[src/rtl/adc_trig_pkg.sv]
package adc_trig_pkg;

    localparam int MODE_W = 3;

    localparam logic [MODE_W-1:0] MODE_IDLE   = 3'b000;
    localparam logic [MODE_W-1:0] MODE_SINGLE = 3'b011;
    localparam logic [MODE_W-1:0] MODE_CONT   = 3'b100;
    localparam logic [MODE_W-1:0] MODE_LOGIC  = 3'b101;

    typedef enum logic [1:0] {
        SRC_NONE  = 2'd0,
        SRC_PIN   = 2'd1,
        SRC_LOGIC = 2'd2
    } trig_src_e;

    typedef struct packed {
        logic [MODE_W-1:0] mode;
        logic              edge_sel;
    } trig_cfg_t;

    function automatic trig_src_e mode_to_src(input logic [MODE_W-1:0] m);
        case (m)
            MODE_SINGLE, MODE_CONT: return SRC_PIN;
            MODE_LOGIC:             return SRC_LOGIC;
            default:                return SRC_NONE;
        endcase
    endfunction

endpackage

[src/rtl/adc_trig_cond.sv]
// Resynchronizes one trigger input and turns it into a request:
// low level when edge_sel_i = 0, single-cycle rising edge when 1.
module adc_trig_cond #(
    parameter int SYNC_STAGES = 2
) (
    input  logic clk,
    input  logic rst,
    input  logic raw_i,
    input  logic edge_sel_i,
    output logic req_o
);
    logic [SYNC_STAGES-1:0] chain_q;
    logic                   sync_w;
    logic                   prev_q;

    generate
        if (SYNC_STAGES == 1) begin : g_single
            always_ff @(posedge clk) begin
                if (rst) chain_q <= 1'b1;
                else     chain_q <= raw_i;
            end
        end else begin : g_multi
            always_ff @(posedge clk) begin
                if (rst) chain_q <= '1;
                else     chain_q <= {chain_q[SYNC_STAGES-2:0], raw_i};
            end
        end
    endgenerate

    assign sync_w = chain_q[SYNC_STAGES-1];

    always_ff @(posedge clk) begin
        if (rst) prev_q <= 1'b1;
        else     prev_q <= sync_w;
    end

    always_comb begin
        if (edge_sel_i) req_o = sync_w & ~prev_q;
        else            req_o = ~sync_w;
    end
endmodule

[src/rtl/adc_trig_seq.sv]
// Holds the configuration word, tracks an outstanding conversion
// and issues start pulses.
module adc_trig_seq
    import adc_trig_pkg::*;
(
    input  logic      clk,
    input  logic      rst,
    input  logic      cfg_we,
    input  trig_cfg_t cfg_i,
    input  logic      pin_req_i,
    input  logic      logic_req_i,
    input  logic      done_i,
    output trig_cfg_t cfg_o,
    output logic      start_o
);
    trig_cfg_t cfg_q;
    logic      busy_q;
    logic      start_q;
    logic      req_w;
    logic      restart_w;
    logic      finish_w;
    logic      start_d;

    always_comb begin
        case (mode_to_src(cfg_q.mode))
            SRC_PIN:   req_w = pin_req_i;
            SRC_LOGIC: req_w = logic_req_i;
            default:   req_w = 1'b0;
        endcase
        finish_w  = busy_q & done_i;
        restart_w = finish_w & (cfg_q.mode == MODE_CONT);
        start_d   = (~busy_q & req_w) | restart_w;
    end

    always_ff @(posedge clk) begin
        if (rst) begin
            cfg_q   <= '0;
            busy_q  <= 1'b0;
            start_q <= 1'b0;
        end else begin
            start_q <= start_d;
            if (start_d)       busy_q <= 1'b1;
            else if (finish_w) busy_q <= 1'b0;
            if (cfg_we)
                cfg_q <= cfg_i;
            else if (finish_w && cfg_q.mode == MODE_SINGLE)
                cfg_q.mode <= MODE_IDLE;
        end
    end

    assign cfg_o   = cfg_q;
    assign start_o = start_q;
endmodule

[src/rtl/adc_trig_ctrl.sv]
module adc_trig_ctrl
    import adc_trig_pkg::*;
#(
    parameter int PIN_SYNC_STAGES   = 2,
    parameter int LOGIC_SYNC_STAGES = 1
) (
    input  logic              clk,
    input  logic              rst,
    input  logic              cfg_we,
    input  logic [MODE_W-1:0] cfg_mode,
    input  logic              cfg_edge,
    input  logic              conv_pin_i,
    input  logic              logic_trig_i,
    input  logic              conv_done_i,
    output logic              conv_start_o,
    output logic [MODE_W-1:0] mode_o,
    output logic              edge_sel_o
);
    trig_cfg_t cfg_wr;
    trig_cfg_t cfg_cur;
    logic      pin_req;
    logic      logic_req;

    assign cfg_wr.mode     = cfg_mode;
    assign cfg_wr.edge_sel = cfg_edge;

    adc_trig_cond #(.SYNC_STAGES(PIN_SYNC_STAGES)) pin_cond_i (
        .clk        (clk),
        .rst        (rst),
        .raw_i      (conv_pin_i),
        .edge_sel_i (cfg_cur.edge_sel),
        .req_o      (pin_req)
    );

    adc_trig_cond #(.SYNC_STAGES(LOGIC_SYNC_STAGES)) logic_cond_i (
        .clk        (clk),
        .rst        (rst),
        .raw_i      (logic_trig_i),
        .edge_sel_i (cfg_cur.edge_sel),
        .req_o      (logic_req)
    );

    adc_trig_seq seq_i (
        .clk         (clk),
        .rst         (rst),
        .cfg_we      (cfg_we),
        .cfg_i       (cfg_wr),
        .pin_req_i   (pin_req),
        .logic_req_i (logic_req),
        .done_i      (conv_done_i),
        .cfg_o       (cfg_cur),
        .start_o     (conv_start_o)
    );

    assign mode_o     = cfg_cur.mode;
    assign edge_sel_o = cfg_cur.edge_sel;
endmodule

[config.mk]
export PLATFORM = sky130hd
export DESIGN_NAME = adc_trig_ctrl
export DESIGN_NICKNAME = d
export VERILOG_FILES = /design/src/rtl/adc_trig_pkg.sv /design/src/rtl/adc_trig_cond.sv /design/src/rtl/adc_trig_seq.sv /design/src/rtl/adc_trig_ctrl.sv
export SDC_FILE = /design/constraint.sdc
export NUM_CORES = 1
export LEC_CHECK = 0
export BUFFER_PORTS_ARGS = -buffer_cell sky130_fd_sc_hd__buf_2
export CORE_AREA = 2 2 39 41
export DETAILED_ROUTE_END_ITERATION = 7
export DIE_AREA = 0 0 41 43
export PLACE_DENSITY = 0.63
export SYNTH_ARGS = -nofsm -noshare
export SYNTH_HDL_FRONTEND = slang
export SYNTH_HIERARCHICAL = 1
export SYNTH_SLANG_ARGS = --single-unit
[constraint.sdc]
create_clock -name clk -period 1.35 [get_ports clk]
set_input_delay 0.2025 -clock clk [delete_from_list [all_inputs] [get_ports clk]]
set_output_delay 0.2025 -clock clk [all_outputs]
set_load 0.01 [all_outputs]
==> impl_metrics.csv, run 1 <==
group,metric,value,unit
run_status,status,"finished, violations left",
run_status,violations,"setup timing",
pwr,pwr_density_cell,998,nW/µm²
timing,finalCritPeriodShare,107,%
clock_tree,clk_pin_slew,70,ps
routing,drt_first_pass_iters,2,
final_layout,fill_cells,133,
yosys,syn_area_per_cell,9.27,µm²
timing,whs,123,ps
clock_tree,cts_max_path_buffers,2,
clock_tree,numCtsBuffers,3,
final_layout,num-nets-final,86,
yosys,synthTopCellsByArea,"dfxtp_1 (47%), or2_1 (6.6%), ha_1 (5.3%), mux2i_1 (4.2%), nor2_1 (4.0%)",
timing,setup_slack,-90.8,ps
yosys,synth_fp_nets,63,
timing,slew_viol_final,0,
timing,timing.setup.tns,-171,ps
timing,tightest_slew,230,ps
floorplanning,die_area,1760,µm²
critical_path,slowest_stage,"dfxtp_4",
critical_path,path_class,"flop to flop",
floorplanning,io-pin-count,15,
critical_path,worstPathMaxFanout,3,
placement,hpwl,739,µm
clock_tree,cts.sinks,11,
timing,rsz0062_at_grt,"true",
timing,fin_skew,4.88,ps
global_routing,grt_overflow,0,
global_routing,grt_pass1_wl,1.52,mm
final_layout,regArea,225,µm²
critical_path,slowest_delay,370,ps
routing,drtAntennaViolNets,0,
floorplanning,core_area,1380,µm²
placement,io_buffers,14,
global_routing,grt_pass1_vias,422,
clock_tree,hold_buffers,0,
yosys,synth_cells,51,
final_layout,final_util,47.2,%
final_layout,stdcell_count,89,
pwr,total_power,0.652,mW
timing,finalSetupViolCount,2,
critical_path,crit_buf_inv,1,
final_layout,insertedDiodeCount,0,
global_routing,grt_usage,13.4,%
timing,relSlewSlack,84.4,%
critical_path,required,1500,ps
placement,place_area,612,µm²
placement,post-place-ws,-84.6,ps
yosys,seq_area_frac_synth,46.6,%
final_layout,multi_input_area,255,µm²
routing,wl_per_cell,10.2,µm
placement,dp.cells,85,
pwr,p_leak,0.312,nW
timing,fin_crit,1440,ps
yosys,synthDistinctLibCells,23,
pwr,ir_drop,0.000450,V
clock_tree,insertion_delay,260,ps
timing,final-hold-violation-count,0,
timing,max_freq,694,MHz
critical_path,startpoint_type,"flop",
floorplanning,die_h,43,µm
floorplanning,row_count,14,
yosys,netlist.area_leader.share,46.6,%
routing,drc,0,
global_routing,antenna_found_initial,0,
critical_path,critPathCaptureType,"flop",
yosys,yosysTopAreaCell,"dfxtp_1",
critical_path,cp_cell_sequence,"nor3b_4 -> a21o_1 -> inv_2 -> ha_4 -> a22o_1 -> a22oi_1 -> nor2_1",
routing,num_vias,421,
global_routing,grt_max_degree,12,
worst_hold_path,hp-class,"input port to flop",
final_layout,area_delta_synth_final,38.1,%
routing,first_iter_violations,1,
yosys,syn_area,473,µm²
yosys,ys_ff_latch,11,
critical_path,crit_family,"compound AO/OA/AOI/OAI gates",
flow_run,max_cap_violations,0,
routing,routed_wirelength,906,µm
yosys,synth.yosys.warnings,6,
clock_tree,htree_levels,1,
critical_path,cp.arrival,1590,ps
clock_tree,cts_root_buf,"clkbuf_4",
routing,viasPerCell,4.73,
final_layout,fin_area,653,µm²
placement,gp_congestion,0.624,
floorplanning,fp.dieW,41,µm
final_layout,drive_gt1_share,41.1,%
clock_tree,cts_tree,"built",
floorplanning,initial_core_util,34.2,%
-- per-layer routing --
layer / part of all wire (%) / vias up / routed length (µm) / track usage, %
met5: 0 / - / 0 / 0
met4: 1.5 / 0 / 14 / 10.0
met3: 4.3 / 2 / 39 / 4.71
met2: 56 / 8 / 505 / 23.1
met1: 38 / 194 / 347 / 11.3
li1: - / 217 / - / -
-- power breakdown --
part	switching (mW)	internal [mW]	leakage, nW
clock	0.106	0.114	0.0150
combinational	0.0376	0.0448	0.206
sequential	0.0119	0.337	0.0915
-- Yosys cell counts --
cell / instances
a211o_1: 1
and2_4: 1
dfxtp_1: 11
ha_1: 2
nor2_1: 5
a21oi_1: 2
o21ai_0: 2
inv_1: 4
or2_1: 5
nor3b_2: 1
o311ai_1: 1
mux2i_1: 2
a22oi_1: 1
a21oi_2: 1
nand3_1: 1
nand2_1: 3
a21o_1: 1
nand3b_1: 2
a22o_1: 1
nor2b_1: 1
nor3_1: 1
buf_2: 1
inv_2: 1
-- cell usage in the layout (no fill, tap or decap), types with 2 or more instances in the layout --
master,netlist,layout
buf_2,1,14
dfxtp_1,11,9
or2_1,5,5
buf_4,0,5
nor2_1,5,5
inv_1,4,4
clkbuf_4,0,3
nand2_1,3,3
nand3b_1,2,2
o21ai_0,2,2
mux2i_1,2,2
a21oi_1,2,2
-- flip-flops by register name, summed over array words and instances, names as in the netlist --
register	count
seq_i/cfg_o	4
pin_cond_i/chain_q	2
logic_cond_i/chain_q	1
logic_cond_i/prev_q	1
pin_cond_i/prev_q	1
seq_i/busy_q	1
seq_i/start_o	1
-- kinds of logic (layout without fill, tap and decap cells) --
group                    Yosys count  after routing  share of synthesized area, %
AND/OR/NAND/NOR                   20             20                          24.1
flip-flops                        11             11                          46.6
AO/OA/AOI/OAI                     10             10                          14.8
buffers and inverters              6             28                          5.02
adder cells (fa/ha/maj)            2              2                          5.29
multiplexers                       2              2                          4.23
-- what timing repair did --
item / in CTS / in global routing
buffers inserted: 0 / 0
pin swaps: 0 / 2
setup endpoints to repair: 2 / 2
resized for setup: 0 / 2
-- area by class of cell --
type / instances / area share [%]
multi-input combinational: 34 / 39.1
sequential: 11 / 34.5
timing repair buffer: 19 / 16.5
clock buffer: 4 / 4.02
tap: 16 / 3.07
inverter: 5 / 2.87
-- path summary, 6_finish.rpt --
path | cells past startpoint | from | to | slack [ps]
max | 7 | seq_i/cfg_o[3] | seq_i/start_o | -90
min | 2 | logic_trig_i | logic_cond_i/chain_q | 120
max reg2reg | 7 | seq_i/cfg_o[3] | seq_i/start_o | -90
min reg2reg | 1 | pin_cond_i/chain_q[0] | pin_cond_i/chain_q[1] | 410
Note: power is estimated with default switching activity, not from simulation.
==> run 2, diff against run 1 <==
BUFFER_PORTS_ARGS = default   (was -buffer_cell sky130_fd_sc_hd__buf_2)
DONT_BUFFER_PORTS = 1   (was default)
PLACE_DENSITY = 0.53   (was 0.63)
==> run 2 against run 1 <==
Compared with the run above: cell area fell by 7.1%; via count fell by 10%; die area did not move; sequential cell count did not move; the flow finishes with violations (hold timing, setup timing); largest power group unchanged; wire length fell by 1.8%; global-route usage fell by 0.77 points; cell count fell by 12%; sequential power barely moved; highest routed layer unchanged; setup slack improved by 2.6 ps; non-clock buffer count fell by 11.
==> impl_metrics.csv, run 2 (synthesis results as in run 1) <==
group,metric,value,unit
pwr,total_power,0.635,mW
flow_run,max_cap_violations,0,
timing,final-hold-violation-count,3,
timing,tightest_slew,255,ps
final_layout,final_common_cell,"dfxtp_1",
final_layout,drive_gt1_share,29.0,%
pwr,pwr_density_cell,1050,nW/µm²
global_routing,grt_pass1_wl,1.40,mm
clock_tree,numCtsBuffers,3,
clock_tree,cts_root_buf,"clkbuf_4",
routing,viasPerCell,4.83,
pwr,netSwitchingPower,0.146,mW
clock_tree,hold_buffers,2,
run_status,status,"finished, violations left",
timing,whs,-21.6,ps
worst_hold_path,hp-class,"input port to flop",
clock_tree,htree_levels,1,
final_layout,multi_input_area,250,µm²
pwr,intPower,0.489,mW
floorplanning,fp.dieW,41,µm
critical_path,startpoint_type,"flop",
placement,post-place-ws,-87.2,ps
critical_path,cp.arrival,1600,ps
run_status,violations,"hold timing, setup timing",
timing,max_freq,695,MHz
floorplanning,initial_core_util,34.2,%
clock_tree,cts_tree,"built",
global_routing,grt_pass1_vias,357,
final_layout,fin_area,607,µm²
timing,setup_slack,-88.3,ps
timing,fin_crit,1440,ps
pwr,switching_share,23.0,%
clock_tree,cts.sinks,11,
timing,finalSetupViolCount,2,
timing,rsz0062_at_grt,"true",
floorplanning,row_count,14,
timing,timing.setup.tns,-157,ps
final_layout,layout_common_cells,"dfxtp_1 (8), buf_4 (6), or2_1 (5), nor2_1 (5), inv_1 (4)",
critical_path,worstPathMaxFanout,3,
placement,gp_congestion,0.669,
final_layout,num-nets-final,75,
routing,wl_per_cell,11.4,µm
placement,hpwl,634,µm
clock_tree,clk_pin_slew,70,ps
routing,routed_wirelength,890,µm
floorplanning,core_area,1380,µm²
pwr,ir_drop,0.000491,V
timing,finalCritPeriodShare,107,%
global_routing,grt_overflow,0,
pwr,p_clk_share,35.1,%
routing,first_iter_violations,2,
timing,fin_skew,2.19,ps
clock_tree,insertion_delay,270,ps
final_layout,fill_cells,142,
floorplanning,die_area,1760,µm²
critical_path,required,1510,ps
routing,drt_first_pass_iters,3,
critical_path,path_class,"flop to flop",
timing,slew_viol_final,0,
pwr,p_leak,0.266,nW
timing,relSlewSlack,83.0,%
critical_path,critPathCaptureType,"flop",
global_routing,grt_usage,12.6,%
placement,io_buffers,0,
pwr,pwr-share-comb,9.8,%
clock_tree,post_cts_buffers,0,
final_layout,largest_register_ffs,4,
routing,num_vias,377,
placement,place_area,549,µm²
routing,drtAntennaViolNets,0,
floorplanning,die_h,43,µm
floorplanning,io-pin-count,15,
routing,drc,0,
pwr,seq_power_share,55.1,%
final_layout,area_delta_synth_final,28.3,%
final_layout,insertedDiodeCount,0,
clock_tree,cts_max_path_buffers,2,
final_layout,regArea,226,µm²
global_routing,antenna_found_initial,0,
global_routing,grt_max_degree,12,
==> run 2: cell count changes in the layout (fill, tap and decap cells not counted) <==
cell and delta:
dfxtp_1 -1, buf_4 +1, dlygate4sd3_1 +2, nor2b_2 +1
dfxtp_2 +1, buf_2 -14, nor2b_4 -1
==> run 2: layer usage <==
metal | up-vias | global-route usage (%) | routed length [µm]
met5 | - | 0 | 0
met4 | 0 | 12.0 | 22
met3 | 3 | 5.76 | 52
met2 | 11 | 15.6 | 420
met1 | 166 | 15.0 | 395
li1 | 197 | - | -
==> run 2: power groups by stage <==
stage | clock [mW] | combinational, mW | sequential, mW
2_1_floorplan | 0 | 0.0361 | 0.359
3_3_place_gp | 0 | 0.0553 | 0.357
3_5_place_dp | 0 | 0.0559 | 0.357
4_1_cts | 0.234 | 0.0610 | 0.350
5_1_grt | 0.247 | 0.0691 | 0.352
6_report | 0.223 | 0.0624 | 0.350
==> run 2: path summary, 6_finish.rpt <==
kind	slack, ps	startpoint	depth (start not counted)	end
worst max-delay path	-90	seq_i/cfg_o[3]	7	seq_i/start_o
worst min register to register	410	pin_cond_i/chain_q[0]	1	pin_cond_i/chain_q[1]
worst max register to register	-90	seq_i/cfg_o[3]	7	seq_i/start_o
worst min-delay path	-20	rst	1	seq_i/cfg_o[2]
==> run 2: cell type report <==
type | count | area share [%]
clock buffer | 4 | 4.33
inverter | 5 | 3.09
multi-input combinational | 34 | 41.2
sequential | 11 | 37.3
tap | 16 | 3.30
timing repair buffer | 8 | 10.7
==> run 2: worst max-delay path: stages, from the launching register on <==
cell and delay, ps:
dfxtp_4 360, nor3b_4 190, a21o_1 140, inv_2 60
ha_4 150, a22o_1 220, a22oi_1 160, nor2_1 50
==> run 2: what timing repair did <==
| action | 4_1_cts | 5_1_grt |
|---|---|---|
| gates resized for setup | 1 | 1 |
| setup endpoints to repair | 2 | 3 |
| endpoints found under the hold margin | 6 | 4 |
| gates cloned | 0 | 0 |
| pin swaps | 0 | 2 |
==> run 2: through the flow <==
step	cells	hold WS [ps]	util (%)
2_1_floorplan	51	264	-
4_1_cts	78	-31.8	43.1
6_report	78	-21.6	43.9
5_1_grt	78	-39.5	43.9
3_3_place_gp	72	268	39.7
3_5_place_dp	72	269	39.7
==> run 3, diff against run 2 <==
MAX_ROUTING_LAYER = met4   (was default)
==> run 3 against run 2 <==
Compared with the run above: largest power group unchanged; hold slack improved by 1.1 ps; sequential cell count unchanged; clock skew decreased by 2.0 ps; first-iteration DRC count unchanged; die area unchanged; maximum frequency increased by 0.18%; setup slack improved by 2.7 ps; largest cell class unchanged; utilization unchanged; the flow still finishes with violations (hold timing, setup timing).
==> impl_metrics.csv, run 3 (synthesis results as in run 1) <==
group,metric,value,unit
pwr,p_leak,0.266,nW
clock_tree,post_cts_buffers,0,
global_routing,grt_pass1_vias,357,
pwr,ir_drop,0.000496,V
critical_path,critPathCaptureType,"flop",
critical_path,r2r_slack,-90,ps
global_routing,grt_overflow,0,
critical_path,worstPathMaxFanout,3,
timing,whs,-20.6,ps
timing,tightest_slew,256,ps
timing,final-hold-violation-count,3,
timing,relSlewSlack,82.9,%
timing,rsz0062_at_grt,"true",
routing,drc,0,
pwr,intPower,0.489,mW
routing,wl_per_cell,11.4,µm
clock_tree,cts_root_buf,"clkbuf_4",
critical_path,startpoint_type,"flop",
clock_tree,cts_max_path_buffers,2,
final_layout,layout_common_cells,"dfxtp_1 (8), buf_4 (6), or2_1 (5), nor2_1 (5), inv_1 (4)",
final_layout,final_util,43.9,%
floorplanning,io-pin-count,15,
final_layout,final_common_cell,"dfxtp_1",
critical_path,cp.arrival,1600,ps
final_layout,multi_input_area,250,µm²
floorplanning,die_h,43,µm
placement,gp_congestion,0.676,
final_layout,num-nets-final,75,
final_layout,area_delta_synth_final,28.3,%
pwr,switching_share,23.0,%
floorplanning,die_area,1760,µm²
final_layout,regArea,226,µm²
pwr,p_clk_share,35.1,%
critical_path,cp_cell_sequence,"nor3b_4 -> a21o_1 -> inv_2 -> ha_4 -> a22o_1 -> a22oi_1 -> nor2_1",
run_status,violations,"hold timing, setup timing",
pwr,pwr-share-comb,9.8,%
critical_path,path_class,"flop to flop",
worst_hold_path,hp-class,"input port to flop",
pwr,netSwitchingPower,0.146,mW
critical_path,r2r_cells,7,
clock_tree,cts_tree,"built",
critical_path,r2r_start,"seq_i/cfg_o[3]",
floorplanning,fp.dieW,41,µm
clock_tree,cts.sinks,11,
clock_tree,insertion_delay,270,ps
routing,drtAntennaViolNets,0,
timing,finalSetupViolCount,2,
critical_path,r2r-end,"seq_i/start_o",
run_status,status,"finished, violations left",
global_routing,grt_max_degree,12,
routing,routed_wirelength,888,µm
floorplanning,initial_core_util,34.2,%
critical_path,critPathCapture,"seq_i/start_o",
timing,fin_crit,1440,ps
clock_tree,numCtsBuffers,3,
floorplanning,core_area,1380,µm²
pwr,total_power,0.635,mW
timing,fin_skew,0.217,ps
global_routing,grt_pass1_wl,1.40,mm
final_layout,drive_gt1_share,29.0,%
global_routing,grt_usage,12.9,%
placement,hpwl,634,µm
critical_path,slowest_delay,350,ps
final_layout,largest_register_ffs,4,
timing,timing.setup.tns,-152,ps
timing,slew_viol_final,0,
routing,viasPerCell,4.78,
placement,io_buffers,0,
clock_tree,hold_buffers,2,
final_layout,fill_cells,142,
global_routing,antenna_found_initial,0,
timing,setup_slack,-85.6,ps
critical_path,slowest_stage,"dfxtp_4",
pwr,seq_power_share,55.0,%
routing,num_vias,373,
routing,drt_first_pass_iters,2,
clock_tree,htree_levels,1,
flow_run,max_cap_violations,0,
floorplanning,row_count,14,
timing,max_freq,697,MHz
final_layout,insertedDiodeCount,0,
clock_tree,clk_pin_slew,70,ps
critical_path,crit_start,"seq_i/cfg_o[3]",
routing,first_iter_violations,2,
critical_path,required,1510,ps
pwr,pwr_density_cell,1050,nW/µm²
timing,finalCritPeriodShare,106,%
## run 3: cell counts in the layout (fill, tap and decap cells not counted)
No cell type changed its count.
## run 3: area by class of cell
type                            instances  area share [%]
Multi-Input combinational cell         34            41.2
Sequential cell                        11            37.3
Timing Repair Buffer                    8            10.7
Clock buffer                            4            4.33
Tap cell                               16            3.30
Inverter                                5            3.09
## run 3: what timing repair did
item,4_1_cts,5_1_grt
setup endpoints to repair,2,3
pin swaps,0,2
resized for setup,1,1
hold endpoints to repair,6,4
## run 3: critical path: cells and delay by family, from the launching register on
family / cells / cell delay [ps]
AOI/OAI and AO/OA: 3 / 520
adders and majority gates: 1 / 150
buffers and inverters: 1 / 60
DFF: 1 / 350
and+or+nand+nor: 2 / 240
## run 3: worst min path at each step
| stage | start | endpoint | slack, ps | cells after the start |
|---|---|---|---|---|
| floorplan | rst | seq_i/cfg_o[1] | 260 | 1 |
| global placement | rst | seq_i/cfg_o[2] | 270 | 1 |
| detailed placement | rst | seq_i/cfg_o[2] | 270 | 1 |
| CTS | rst | seq_i/cfg_o[2] | -30 | 1 |
| global route | rst | seq_i/cfg_o[2] | -40 | 1 |
| finish | rst | seq_i/cfg_o[2] | -20 | 1 |
## run 3: per-stage QoR
| step | setup WS [ps] | cell area, µm² | std cells |
|---|---|---|---|
| CTS | -86.0 | 597 | 78 |
| detailed placement | -87.2 | 549 | 72 |
| floorplan | -32.3 | 489 | 51 |
| finish | -85.6 | 607 | 78 |
| global placement | -51.0 | 549 | 72 |
| global route | -143 | 607 | 78 |
## run 3: per-layer routing
metal	GRT usage, %	share of wire (%)	vias to the layer above	wire length [µm]
met5	-	0	-	0
met4	12.0	2.6	0	23
met3	5.76	5.9	3	52
met2	15.6	46	11	412
met1	15.0	45	163	399
li1	-	-	196	-
## run 3: power by group through the flow
stage	clock network (mW)	logic [mW]	registers, mW
after floorplan	0	0.0361	0.359
after global placement	0	0.0553	0.357
after detailed placement	0	0.0559	0.357
after CTS	0.234	0.0610	0.350
after global routing	0.247	0.0691	0.352
final	0.223	0.0624	0.350
